**config.mk**
```make
export PLATFORM = sky130hd
export DESIGN_NAME = pkt_framer
export DESIGN_NICKNAME = d
export VERILOG_FILES = /design/src/rtl/pkt_framer_pkg.sv /design/src/rtl/pkt_seg_sel.sv /design/src/rtl/pkt_tx_framer.sv /design/src/rtl/pkt_rx_deframer.sv /design/src/rtl/pkt_framer.sv
export SDC_FILE = /design/constraint.sdc
export NUM_CORES = 1
export LEC_CHECK = 0
export BUFFER_PORTS_ARGS = -buffer_cell sky130_fd_sc_hd__buf_2
export CAP_MARGIN = 20
export CORE_MARGIN = 3
export CORE_UTILIZATION = 55
export DETAILED_ROUTE_END_ITERATION = 16
export GPL_ROUTABILITY_DRIVEN = 1
export PLACE_DENSITY = 0.87
export SETUP_SLACK_MARGIN = 0.3
export SYNTH_ARGS = -nofsm -noshare
export SYNTH_HDL_FRONTEND = slang
export SYNTH_SLANG_ARGS = --single-unit
```
**constraint.sdc**
```tcl
create_clock -name clk -period 2.7 [get_ports clk]
set_input_delay 0.135 -clock clk [delete_from_list [all_inputs] [get_ports clk]]
set_output_delay 0.135 -clock clk [all_outputs]
set_load 0.005 [all_outputs]
```
**src/rtl/pkt_framer_pkg.sv**
```systemverilog
package pkt_framer_pkg;

  localparam logic [3:0]  START_NIB  = 4'hF;
  localparam logic [3:0]  KIND_FIRST = 4'd1;
  localparam logic [3:0]  KIND_INNER = 4'd2;
  localparam logic [3:0]  KIND_LAST  = 4'd3;
  localparam logic [15:0] CRC_SEED   = 16'hFFFF;
  localparam logic [15:0] CRC_POLY   = 16'h1021;

  typedef enum logic [2:0] {
    TX_IDLE, TX_HDR, TX_PAY, TX_CRCH, TX_CRCL
  } tx_state_t;

  typedef enum logic [2:0] {
    RX_IDLE, RX_HUNT, RX_PAY, RX_CRCH, RX_CRCL
  } rx_state_t;

  // One byte of MSB-first CRC-16 update.
  function automatic logic [15:0] crc16_byte(input logic [15:0] c, input logic [7:0] d);
    logic [15:0] r;
    r = c;
    for (int i = 7; i >= 0; i--) begin
      if (r[15] ^ d[i]) r = (r << 1) ^ CRC_POLY;
      else              r = r << 1;
    end
    return r;
  endfunction

endpackage

```
**src/rtl/pkt_seg_sel.sv**
```systemverilog
module pkt_seg_sel #(
  parameter int LEN_W   = 24,
  parameter int LOG_MIN = 8
) (
  input  logic [LEN_W-1:0] rem,
  input  logic [2:0]       code,
  output logic [LEN_W-1:0] seg_len,
  output logic             is_last
);
  localparam int SH_W = $clog2(LOG_MIN + 8);

  logic [LEN_W:0] size_full;
  logic [SH_W-1:0] shamt;

  assign shamt     = SH_W'(LOG_MIN) + SH_W'(code);
  assign size_full = {{LEN_W{1'b0}}, 1'b1} << shamt;
  assign is_last   = ({1'b0, rem} <= size_full);
  assign seg_len   = is_last ? rem : size_full[LEN_W-1:0];
endmodule

```
**src/rtl/pkt_tx_framer.sv**
```systemverilog
module pkt_tx_framer
  import pkt_framer_pkg::*;
#(
  parameter int LEN_W   = 24,
  parameter int LOG_MIN = 8
) (
  input  logic             clk,
  input  logic             rst_n,
  input  logic             start,
  input  logic [LEN_W-1:0] len,
  input  logic [2:0]       code,
  input  logic             crc_en,
  input  logic             in_valid,
  input  logic [7:0]       in_data,
  output logic             in_ready,
  output logic             out_valid,
  output logic [7:0]       out_data,
  input  logic             out_ready,
  output logic             busy,
  output logic             done
);
  tx_state_t        st;
  logic [LEN_W-1:0] rem, cnt, seg_len;
  logic [2:0]       code_q;
  logic             crc_q, first_q, last_q, seg_last;
  logic [15:0]      crc;
  logic [3:0]       kind;

  pkt_seg_sel #(.LEN_W(LEN_W), .LOG_MIN(LOG_MIN)) seg_i (
    .rem(rem), .code(code_q), .seg_len(seg_len), .is_last(seg_last)
  );

  assign kind = seg_last ? KIND_LAST : (first_q ? KIND_FIRST : KIND_INNER);

  always_comb begin
    in_ready  = (st == TX_PAY) && out_ready;
    out_valid = 1'b0;
    out_data  = 8'h00;
    unique case (st)
      TX_HDR:  begin out_valid = 1'b1;     out_data = {START_NIB, kind}; end
      TX_PAY:  begin out_valid = in_valid; out_data = in_data;           end
      TX_CRCH: begin out_valid = 1'b1;     out_data = crc[15:8];         end
      TX_CRCL: begin out_valid = 1'b1;     out_data = crc[7:0];          end
      default: ;
    endcase
  end

  assign busy = (st != TX_IDLE);

  always_ff @(posedge clk or negedge rst_n) begin
    if (!rst_n) begin
      st <= TX_IDLE; rem <= '0; cnt <= '0; code_q <= '0; crc_q <= 1'b0;
      first_q <= 1'b0; last_q <= 1'b0; crc <= CRC_SEED; done <= 1'b0;
    end else begin
      done <= 1'b0;
      unique case (st)
        TX_IDLE: if (start) begin
          rem <= len; code_q <= code; crc_q <= crc_en; first_q <= 1'b1;
          if (len == '0) done <= 1'b1;
          else           st   <= TX_HDR;
        end
        TX_HDR: if (out_ready) begin
          cnt <= seg_len; last_q <= seg_last; first_q <= 1'b0;
          crc <= CRC_SEED; st <= TX_PAY;
        end
        TX_PAY: if (in_valid && out_ready) begin
          crc <= crc16_byte(crc, in_data);
          cnt <= cnt - 1'b1;
          rem <= rem - 1'b1;
          if (cnt == LEN_W'(1)) begin
            if (crc_q)       st <= TX_CRCH;
            else if (last_q) begin st <= TX_IDLE; done <= 1'b1; end
            else             st <= TX_HDR;
          end
        end
        TX_CRCH: if (out_ready) st <= TX_CRCL;
        TX_CRCL: if (out_ready) begin
          if (last_q) begin st <= TX_IDLE; done <= 1'b1; end
          else        st <= TX_HDR;
        end
        default: st <= TX_IDLE;
      endcase
    end
  end
endmodule

```
**src/rtl/pkt_rx_deframer.sv**
```systemverilog
module pkt_rx_deframer
  import pkt_framer_pkg::*;
#(
  parameter int LEN_W   = 24,
  parameter int LOG_MIN = 8
) (
  input  logic             clk,
  input  logic             rst_n,
  input  logic             start,
  input  logic [LEN_W-1:0] len,
  input  logic [2:0]       code,
  input  logic             crc_en,
  input  logic             src_valid,
  input  logic [7:0]       src_data,
  output logic             src_ready,
  output logic             pl_valid,
  output logic [7:0]       pl_data,
  input  logic             pl_ready,
  output logic             pkt_end,
  output logic             crc_err,
  output logic             busy,
  output logic             done
);
  rx_state_t        st;
  logic [LEN_W-1:0] rem, cnt, seg_len;
  logic [2:0]       code_q;
  logic             crc_q, last_q, seg_last;
  logic [15:0]      crc;
  logic [7:0]       crc_hi;

  pkt_seg_sel #(.LEN_W(LEN_W), .LOG_MIN(LOG_MIN)) seg_i (
    .rem(rem), .code(code_q), .seg_len(seg_len), .is_last(seg_last)
  );

  assign src_ready = (st == RX_HUNT) || (st == RX_CRCH) || (st == RX_CRCL) ||
                     ((st == RX_PAY) && pl_ready);
  assign pl_valid  = (st == RX_PAY) && src_valid;
  assign pl_data   = src_data;
  assign busy      = (st != RX_IDLE);

  always_ff @(posedge clk or negedge rst_n) begin
    if (!rst_n) begin
      st <= RX_IDLE; rem <= '0; cnt <= '0; code_q <= '0; crc_q <= 1'b0;
      last_q <= 1'b0; crc <= CRC_SEED; crc_hi <= '0;
      pkt_end <= 1'b0; crc_err <= 1'b0; done <= 1'b0;
    end else begin
      pkt_end <= 1'b0; crc_err <= 1'b0; done <= 1'b0;
      unique case (st)
        RX_IDLE: if (start) begin
          rem <= len; code_q <= code; crc_q <= crc_en;
          if (len == '0) done <= 1'b1;
          else           st   <= RX_HUNT;
        end
        RX_HUNT: if (src_valid && src_data[7:4] == START_NIB) begin
          cnt <= seg_len; last_q <= seg_last; crc <= CRC_SEED; st <= RX_PAY;
        end
        RX_PAY: if (src_valid && pl_ready) begin
          crc <= crc16_byte(crc, src_data);
          cnt <= cnt - 1'b1;
          rem <= rem - 1'b1;
          if (cnt == LEN_W'(1)) begin
            if (crc_q) st <= RX_CRCH;
            else begin
              pkt_end <= 1'b1;
              if (last_q) begin st <= RX_IDLE; done <= 1'b1; end
              else        st <= RX_HUNT;
            end
          end
        end
        RX_CRCH: if (src_valid) begin crc_hi <= src_data; st <= RX_CRCL; end
        RX_CRCL: if (src_valid) begin
          pkt_end <= 1'b1;
          crc_err <= ({crc_hi, src_data} != crc);
          if (last_q) begin st <= RX_IDLE; done <= 1'b1; end
          else        st <= RX_HUNT;
        end
        default: st <= RX_IDLE;
      endcase
    end
  end
endmodule

```
**src/rtl/pkt_framer.sv**
```systemverilog
module pkt_framer #(
  parameter int LEN_W   = 24,
  parameter int LOG_MIN = 8
) (
  input  logic             clk,
  input  logic             rst_n,
  input  logic [2:0]       cfg_size_code,
  input  logic             cfg_crc_en,
  input  logic [LEN_W-1:0] xfer_len,
  input  logic             tx_start,
  input  logic             tx_in_valid,
  input  logic [7:0]       tx_in_data,
  output logic             tx_in_ready,
  output logic             tx_out_valid,
  output logic [7:0]       tx_out_data,
  input  logic             tx_out_ready,
  output logic             tx_busy,
  output logic             tx_done,
  input  logic             rx_start,
  input  logic             rx_in_valid,
  input  logic [7:0]       rx_in_data,
  output logic             rx_in_ready,
  output logic             rx_pl_valid,
  output logic [7:0]       rx_pl_data,
  input  logic             rx_pl_ready,
  output logic             rx_pkt_end,
  output logic             rx_crc_err,
  output logic             rx_busy,
  output logic             rx_done
);
  pkt_tx_framer #(.LEN_W(LEN_W), .LOG_MIN(LOG_MIN)) tx_i (
    .clk(clk), .rst_n(rst_n), .start(tx_start), .len(xfer_len),
    .code(cfg_size_code), .crc_en(cfg_crc_en),
    .in_valid(tx_in_valid), .in_data(tx_in_data), .in_ready(tx_in_ready),
    .out_valid(tx_out_valid), .out_data(tx_out_data), .out_ready(tx_out_ready),
    .busy(tx_busy), .done(tx_done)
  );

  pkt_rx_deframer #(.LEN_W(LEN_W), .LOG_MIN(LOG_MIN)) rx_i (
    .clk(clk), .rst_n(rst_n), .start(rx_start), .len(xfer_len),
    .code(cfg_size_code), .crc_en(cfg_crc_en),
    .src_valid(rx_in_valid), .src_data(rx_in_data), .src_ready(rx_in_ready),
    .pl_valid(rx_pl_valid), .pl_data(rx_pl_data), .pl_ready(rx_pl_ready),
    .pkt_end(rx_pkt_end), .crc_err(rx_crc_err),
    .busy(rx_busy), .done(rx_done)
  );
endmodule

```
==> results.yml, run 1 <==
status:
  outcome: "finished with violations"
  violations: "negative setup slack"
sta:
  slew_viol_final: 0
  max_slew_margin: 0.303
  fin_setup_tns_ns: -1.87
  rsz0062_at_grt: "true"
  final_hold_viol_count: 0
  worst_slack_ns: -0.180
  max_slew.worst_pin.slew_ns: 1.04
  max_clock_freq_ghz: 0.347
  holdWs_ns: 0.0157
  setup_viol: 22
  period_share: 1.07
  fin_crit_ns: 2.88
  finalClockSkew_ns: 0.00615
critical_path:
  arrival_ns: 2.75
  criticalPathCategory: "reg2out"
  r2r_slack_ns: -0.16
  cp-end-kind: "output port"
  crit_required_ns: 2.57
  cp_max_fo: 3
  start_kind: "flop"
floorplan:
  core_area_sq_mm: 0.0175
  die_h_um: 141
  io_pins: 78
  rows: 48
  die_x_um: 141
  dieArea_sq_mm: 0.0198
  start_util: 0.568
clock_tree:
  clock_path_buffers: 2
  root_buffer: "clkbuf_16"
  clk_pin_slew_ns: 0.07
  cts_tree: "done"
  numCtsBuffers: 17
  cts_htree_levels: 4
  cts_sinks: 157
  clk_latency_ns: 0.44
placement:
  place_congestion: 0.865
  dp_hpwl_um: 19400
  io_buffers: 77
  place_inst: 1463
synth:
  synthTopCellsByArea: "dfrtp_1 (31%), dfstp_2 (8.4%), a21oi_1 (6.2%)"
  ys.flop_type: "dfrtp_1"
  synthArstFlopShare: 1.00
  ys_warn_count: 0
  ys_top_cells_by_count: "nor2_1 (135), dfrtp_1 (125), a21oi_1 (124)"
  synth_top_area_cell: "dfrtp_1"
  ys_seq_area_frac: 0.399
  yosysMostFrequentCell: "nor2_1"
  synth_top_area_frac: 0.314
  synth.distinct_cells: 70
  synth_edf_count: 0
  syn_inst: 1184
  synthesis.nets: 1258
  syn_avg_cell_area_sq_um: 8.41
  syn_area_sq_mm: 0.00996
  ys_ff_latch: 157
finish:
  stdcell_count: 1540
  final_core_util: 0.701
  areaGrowthSynthToFinish_pct: 23.5
  drive_gt1_frac: 0.269
  nFillCells: 1245
  fin_nets: 1375
global_routing:
  grt_pass1_vias: 9530
  grt_usage: 0.295
  grt_pass1_wl_um: 47600
  grt.overflow.total: 0
  grt_max_degree: 78
  antenna_found_initial: 1
route:
  drc: 0
  vias_per_cell: 6.65
  drt_iter0_markers: 1262
  wl_per_cell_um: 20.4
  vias: 10200
  postRouteAntennaNets: 0
  firstDrtPassIters: 8
  wl_um: 31400
power_and_ir_drop:
  peakVddDrop_mv: 0.950
  power_density_mw_per_mm2: 1220
  p_leak_nw: 5.01
worst_hold_path:
  hold_class: "in2reg"
flow_run:
  cap_violations: 0
[power breakdown]
part           internal [mW]  switching, mW
registers               3.52           1.36
logic                   3.36           4.26
clock network           1.44           1.05
total                   8.32           6.66
[final timing paths]
check	cells past startpoint	to	start
max in group asynchronous	3	tx_i.crc[9]	rst_n
min in group asynchronous	2	rx_i.cnt[8]	rst_n
min reg2reg	2	tx_i.crc[4]	tx_i.crc[4]
max reg2reg	12	rx_i.cnt[6]	rx_i.code_q[0]
max	9	tx_out_data[0]	tx_i.rem[5]
min	2	rx_i.crc_hi[3]	rx_in_data[3]
[sequential cells by signal, summed over array words and instances, names as in the netlist, 3 cells and up]
name,cells
rx_i.rem,24
rx_i.crc,16
tx_i.st,3
tx_i.cnt,24
rx_i.cnt,24
rx_i.st,3
rx_i.crc_hi,8
tx_i.crc,16
rx_i.code_q,3
tx_i.rem,24
tx_i.code_q,3
[layer usage]
| layer | GRT usage | routed length, um | vias up | part of all wire |
|---|---|---|---|---|
| li1 | - | - | 4568 | - |
| met1 | 0.381 | 12300 | 4940 | 0.39 |
| met2 | 0.492 | 15500 | 624 | 0.49 |
| met3 | 0.0560 | 2530 | 116 | 0.080 |
| met4 | 0.113 | 1120 | 0 | 0.035 |
| met5 | 0 | 0 | - | 0 |
[placed cells by master, fill, tap and decap left out, types with 29 or more instances in the layout]
cell type,count
dfstp_2,32
nand2_1,88
dfrtp_1,118
o21ai_0,95
nor2_1,131
xnor2_1,49
buf_4,76
nor3_1,41
a21oi_1,120
buf_2,76
inv_1,29
[logic make-up after synthesis]
group / share of synthesized area
adders and majority gates: 0.0276
xor gates and xnor gates: 0.0563
buffers and inverters: 0.0459
muxes: 0.0340
and+or+nand+nor: 0.215
DFF: 0.399
AOI/OAI and AO/OA: 0.222
[through the flow]
step	power [mW]	worst slack, ns	instance area [sq um]
6_report	15.0	-0.180	12300
2_1_floorplan	9.36	0.106	10100
3_5_place_dp	11.2	0.0241	10900
3_3_place_gp	10.9	0.134	10900
5_1_grt	15.9	-0.300	12300
4_1_cts	14.2	-0.153	11900
[final cells by class]
| cell class | instances | area (sq um) | share of cell area |
|---|---|---|---|
| clock buffers | 23 | 509 | 0.0414 |
| inverters | 33 | 124 | 0.0101 |
| diodes | 1 | 2.50 | 0.000204 |
| multi-input cells | 916 | 6020 | 0.489 |
| flip-flops and latches | 157 | 3980 | 0.323 |
| clock inverters | 9 | 93.8 | 0.00763 |
| well taps | 225 | 282 | 0.0229 |
| repair buffers | 176 | 1290 | 0.105 |
[critical path, stage by stage, from the launching register on]
cell and delay [ns]:
dfrtp_1 0.39, or3_4 0.39, or4_4 0.48, nor4_2 0.27
buf_4 0.15, o21ai_4 0.05, buf_12 0.14, nor2b_4 0.12
o31ai_2 0.16, buf_2 0.15
[what timing repair did]
action                                  in CTS  in global routing
endpoints found under the setup margin      34                 55
pin swaps                                   31                 22
hold buffers                                 5                  0
resized for setup                           47                 54
gates cloned                                 0                  1
endpoints found under the hold margin       73                  0
setup buffers                               26                 12
Note: power is estimated with default switching activity, not from simulation.
==> inputs of run 2 (changes only) <==
--- a/config.mk
+++ b/config.mk
@@ -11,7 +11,7 @@
 export CORE_UTILIZATION = 55
 export DETAILED_ROUTE_END_ITERATION = 16
 export GPL_ROUTABILITY_DRIVEN = 1
-export PLACE_DENSITY = 0.87
+export PLACE_DENSITY = 0.84
 export SETUP_SLACK_MARGIN = 0.3
 export SYNTH_ARGS = -nofsm -noshare
 export SYNTH_HDL_FRONTEND = slang
==> constraint.sdc (replaced) <==
create_clock -name clk -period 3.11 [get_ports clk]
set_input_delay 0.1555 -clock clk [delete_from_list [all_inputs] [get_ports clk]]
set_output_delay 0.1555 -clock clk [all_outputs]
set_load 0.005 [all_outputs]
==> results.yml, run 2 (synthesized netlist as in run 1, its figures left out) <==
finish:
  fin_nets: 1328
  final_common_cell: "nor2_1"
  final-seq-area_sq_mm: 0.00398
  nFillCells: 1353
  areaGrowthSynthToFinish_pct: 16.7
  drive_gt1_frac: 0.209
  final_cell_mix: "nor2_1 (133), a21oi_1 (124), dfrtp_1 (117), o21ai_0 (99), nand2_1 (89)"
  multi_input_area_sq_mm: 0.00579
critical_path:
  arrival_ns: 2.71
  start_kind: "flop"
  crit_required_ns: 2.95
  cp_max_fo: 5
  cp-end-kind: "output port"
  criticalPathCategory: "reg2out"
sta:
  slew_viol_final: 0
  worst_slack_ns: 0.245
  max_slew.worst_pin.slew_ns: 0.730
  period_share: 0.921
  fin_crit_ns: 2.87
  setup_viol: 0
  finalClockSkew_ns: 0.0119
  fin_setup_tns_ns: 0
  final_hold_viol_count: 0
  rsz0062_at_grt: "true"
  max_clock_freq_ghz: 0.349
  max_slew_margin: 0.513
power_and_ir_drop:
  p_leak_nw: 4.66
  peakVddDrop_mv: 0.602
  power_density_mw_per_mm2: 1070
clock_tree:
  cts_tree: "done"
  cts_htree_levels: 4
  cts_sinks: 157
  clock_path_buffers: 2
  root_buffer: "clkbuf_16"
  numCtsBuffers: 17
  clk_pin_slew_ns: 0.07
  clk_latency_ns: 0.44
route:
  firstDrtPassIters: 6
  wl_um: 28200
  wl_per_cell_um: 18.9
  vias_per_cell: 6.50
  drt_iter0_markers: 988
  drc: 0
  postRouteAntennaNets: 0
  vias: 9705
status:
  outcome: "finished clean"
floorplan:
  die_x_um: 141
  start_util: 0.568
  rows: 48
  dieArea_sq_mm: 0.0198
  core_area_sq_mm: 0.0175
  die_h_um: 141
  io_pins: 78
worst_hold_path:
  hold_class: "in2reg"
global_routing:
  grt_usage: 0.281
  antenna_found_initial: 1
  grt_pass1_wl_um: 45600
  grt_pass1_vias: 9152
  grt_max_degree: 77
  grt.overflow.total: 0
placement:
  dp_slack_ns: 0.283
  dp_hpwl_um: 18500
  io_buffers: 77
  place_congestion: 0.905
flow_run:
  cap_violations: 0
==> run 2: cell count changes in the layout (fill, tap and decap cells not counted), moves of 6 or more <==
| cell | change |
|---|---|
| buf_4 | -33 |
| buf_6 | -8 |
| mux2_2 | +7 |
| mux2_4 | -7 |
| nor4_1 | +7 |
| nor4_2 | -7 |
| nor3_1 | +6 |
| nor3_2 | -6 |
==> run 2: metrics by stage <==
step	power (mW)	cell area [sq um]	std cells	utilization	hold slack, ns
CTS	12.0	11400	1489	0.652	0.000346
floorplan	7.99	9960	1184	-	-0.140
global placement	9.24	10600	1438	0.603	0.228
finish	12.4	11600	1493	0.663	0.0126
detailed placement	9.47	10600	1438	0.603	0.230
global route	13.2	11600	1493	0.663	0.00955
==> run 2: cell type report <==
| cell class | instances | share of cell area |
|---|---|---|
| antenna | 1 | 0.000215 |
| clock buffer | 21 | 0.0396 |
| clock inverter | 11 | 0.0136 |
| inverter | 33 | 0.0107 |
| multi-input combinational | 916 | 0.498 |
| sequential | 157 | 0.342 |
| tap | 225 | 0.0242 |
| timing repair buffer | 129 | 0.0716 |
==> run 2: path summary, 6_finish.rpt <==
path,from,to,slack [ns],cells after the start
worst max-delay path,tx_i.code_q[2],tx_out_data[1],0.24,10
worst min-delay path,xfer_len[0],rx_i.rem[0],0.01,3
min in group asynchronous,rst_n,rx_i.cnt[5],0.31,2
max in group asynchronous,rst_n,rx_i.crc[15],1.87,3
worst min register to register,tx_i.crc[1],tx_i.crc[1],0.47,2
worst max register to register,rx_i.rem[0],rx_i.rem[14],0.39,8
==> run 2: worst max-delay path, cell delays in order (launching register included) <==
cell,delay [ns]
dfrtp_2,0.45
buf_6,0.14
nand3b_1,0.21
ha_1,0.33
nand2_2,0.09
a211oi_2,0.25
nor2_2,0.09
o21ai_4,0.22
a211oi_2,0.10
a211o_1,0.26
buf_2,0.13
==> run 2: where the power goes <==
part           total [mW]  switching, mW  leakage, nW  internal (mW)
clock network        2.20          0.883        0.294           1.32
logic                5.98           3.38         2.51           2.60
registers            4.22           1.16         1.86           3.06
total                12.4           5.42         4.66           6.98
==> run 2: repair_timing <==
item | CTS | global route
hold buffers | 3 | 0
pin swaps | 11 | 13
gates cloned | 1 | 0
resized for setup | 20 | 34
endpoints found under the hold margin | 61 | 0
buffers inserted | 15 | 3
setup endpoints to repair | 5 | 26
==> run 2: metal layers <==
layer	track usage	vias to the layer above	share of wire	routed length, um
li1	-	4467	-	-
met2	0.455	433	0.49	13700
met3	0.0550	99	0.074	2100
met1	0.373	4706	0.41	11500
met5	0	-	0	0
met4	0.111	0	0.032	893
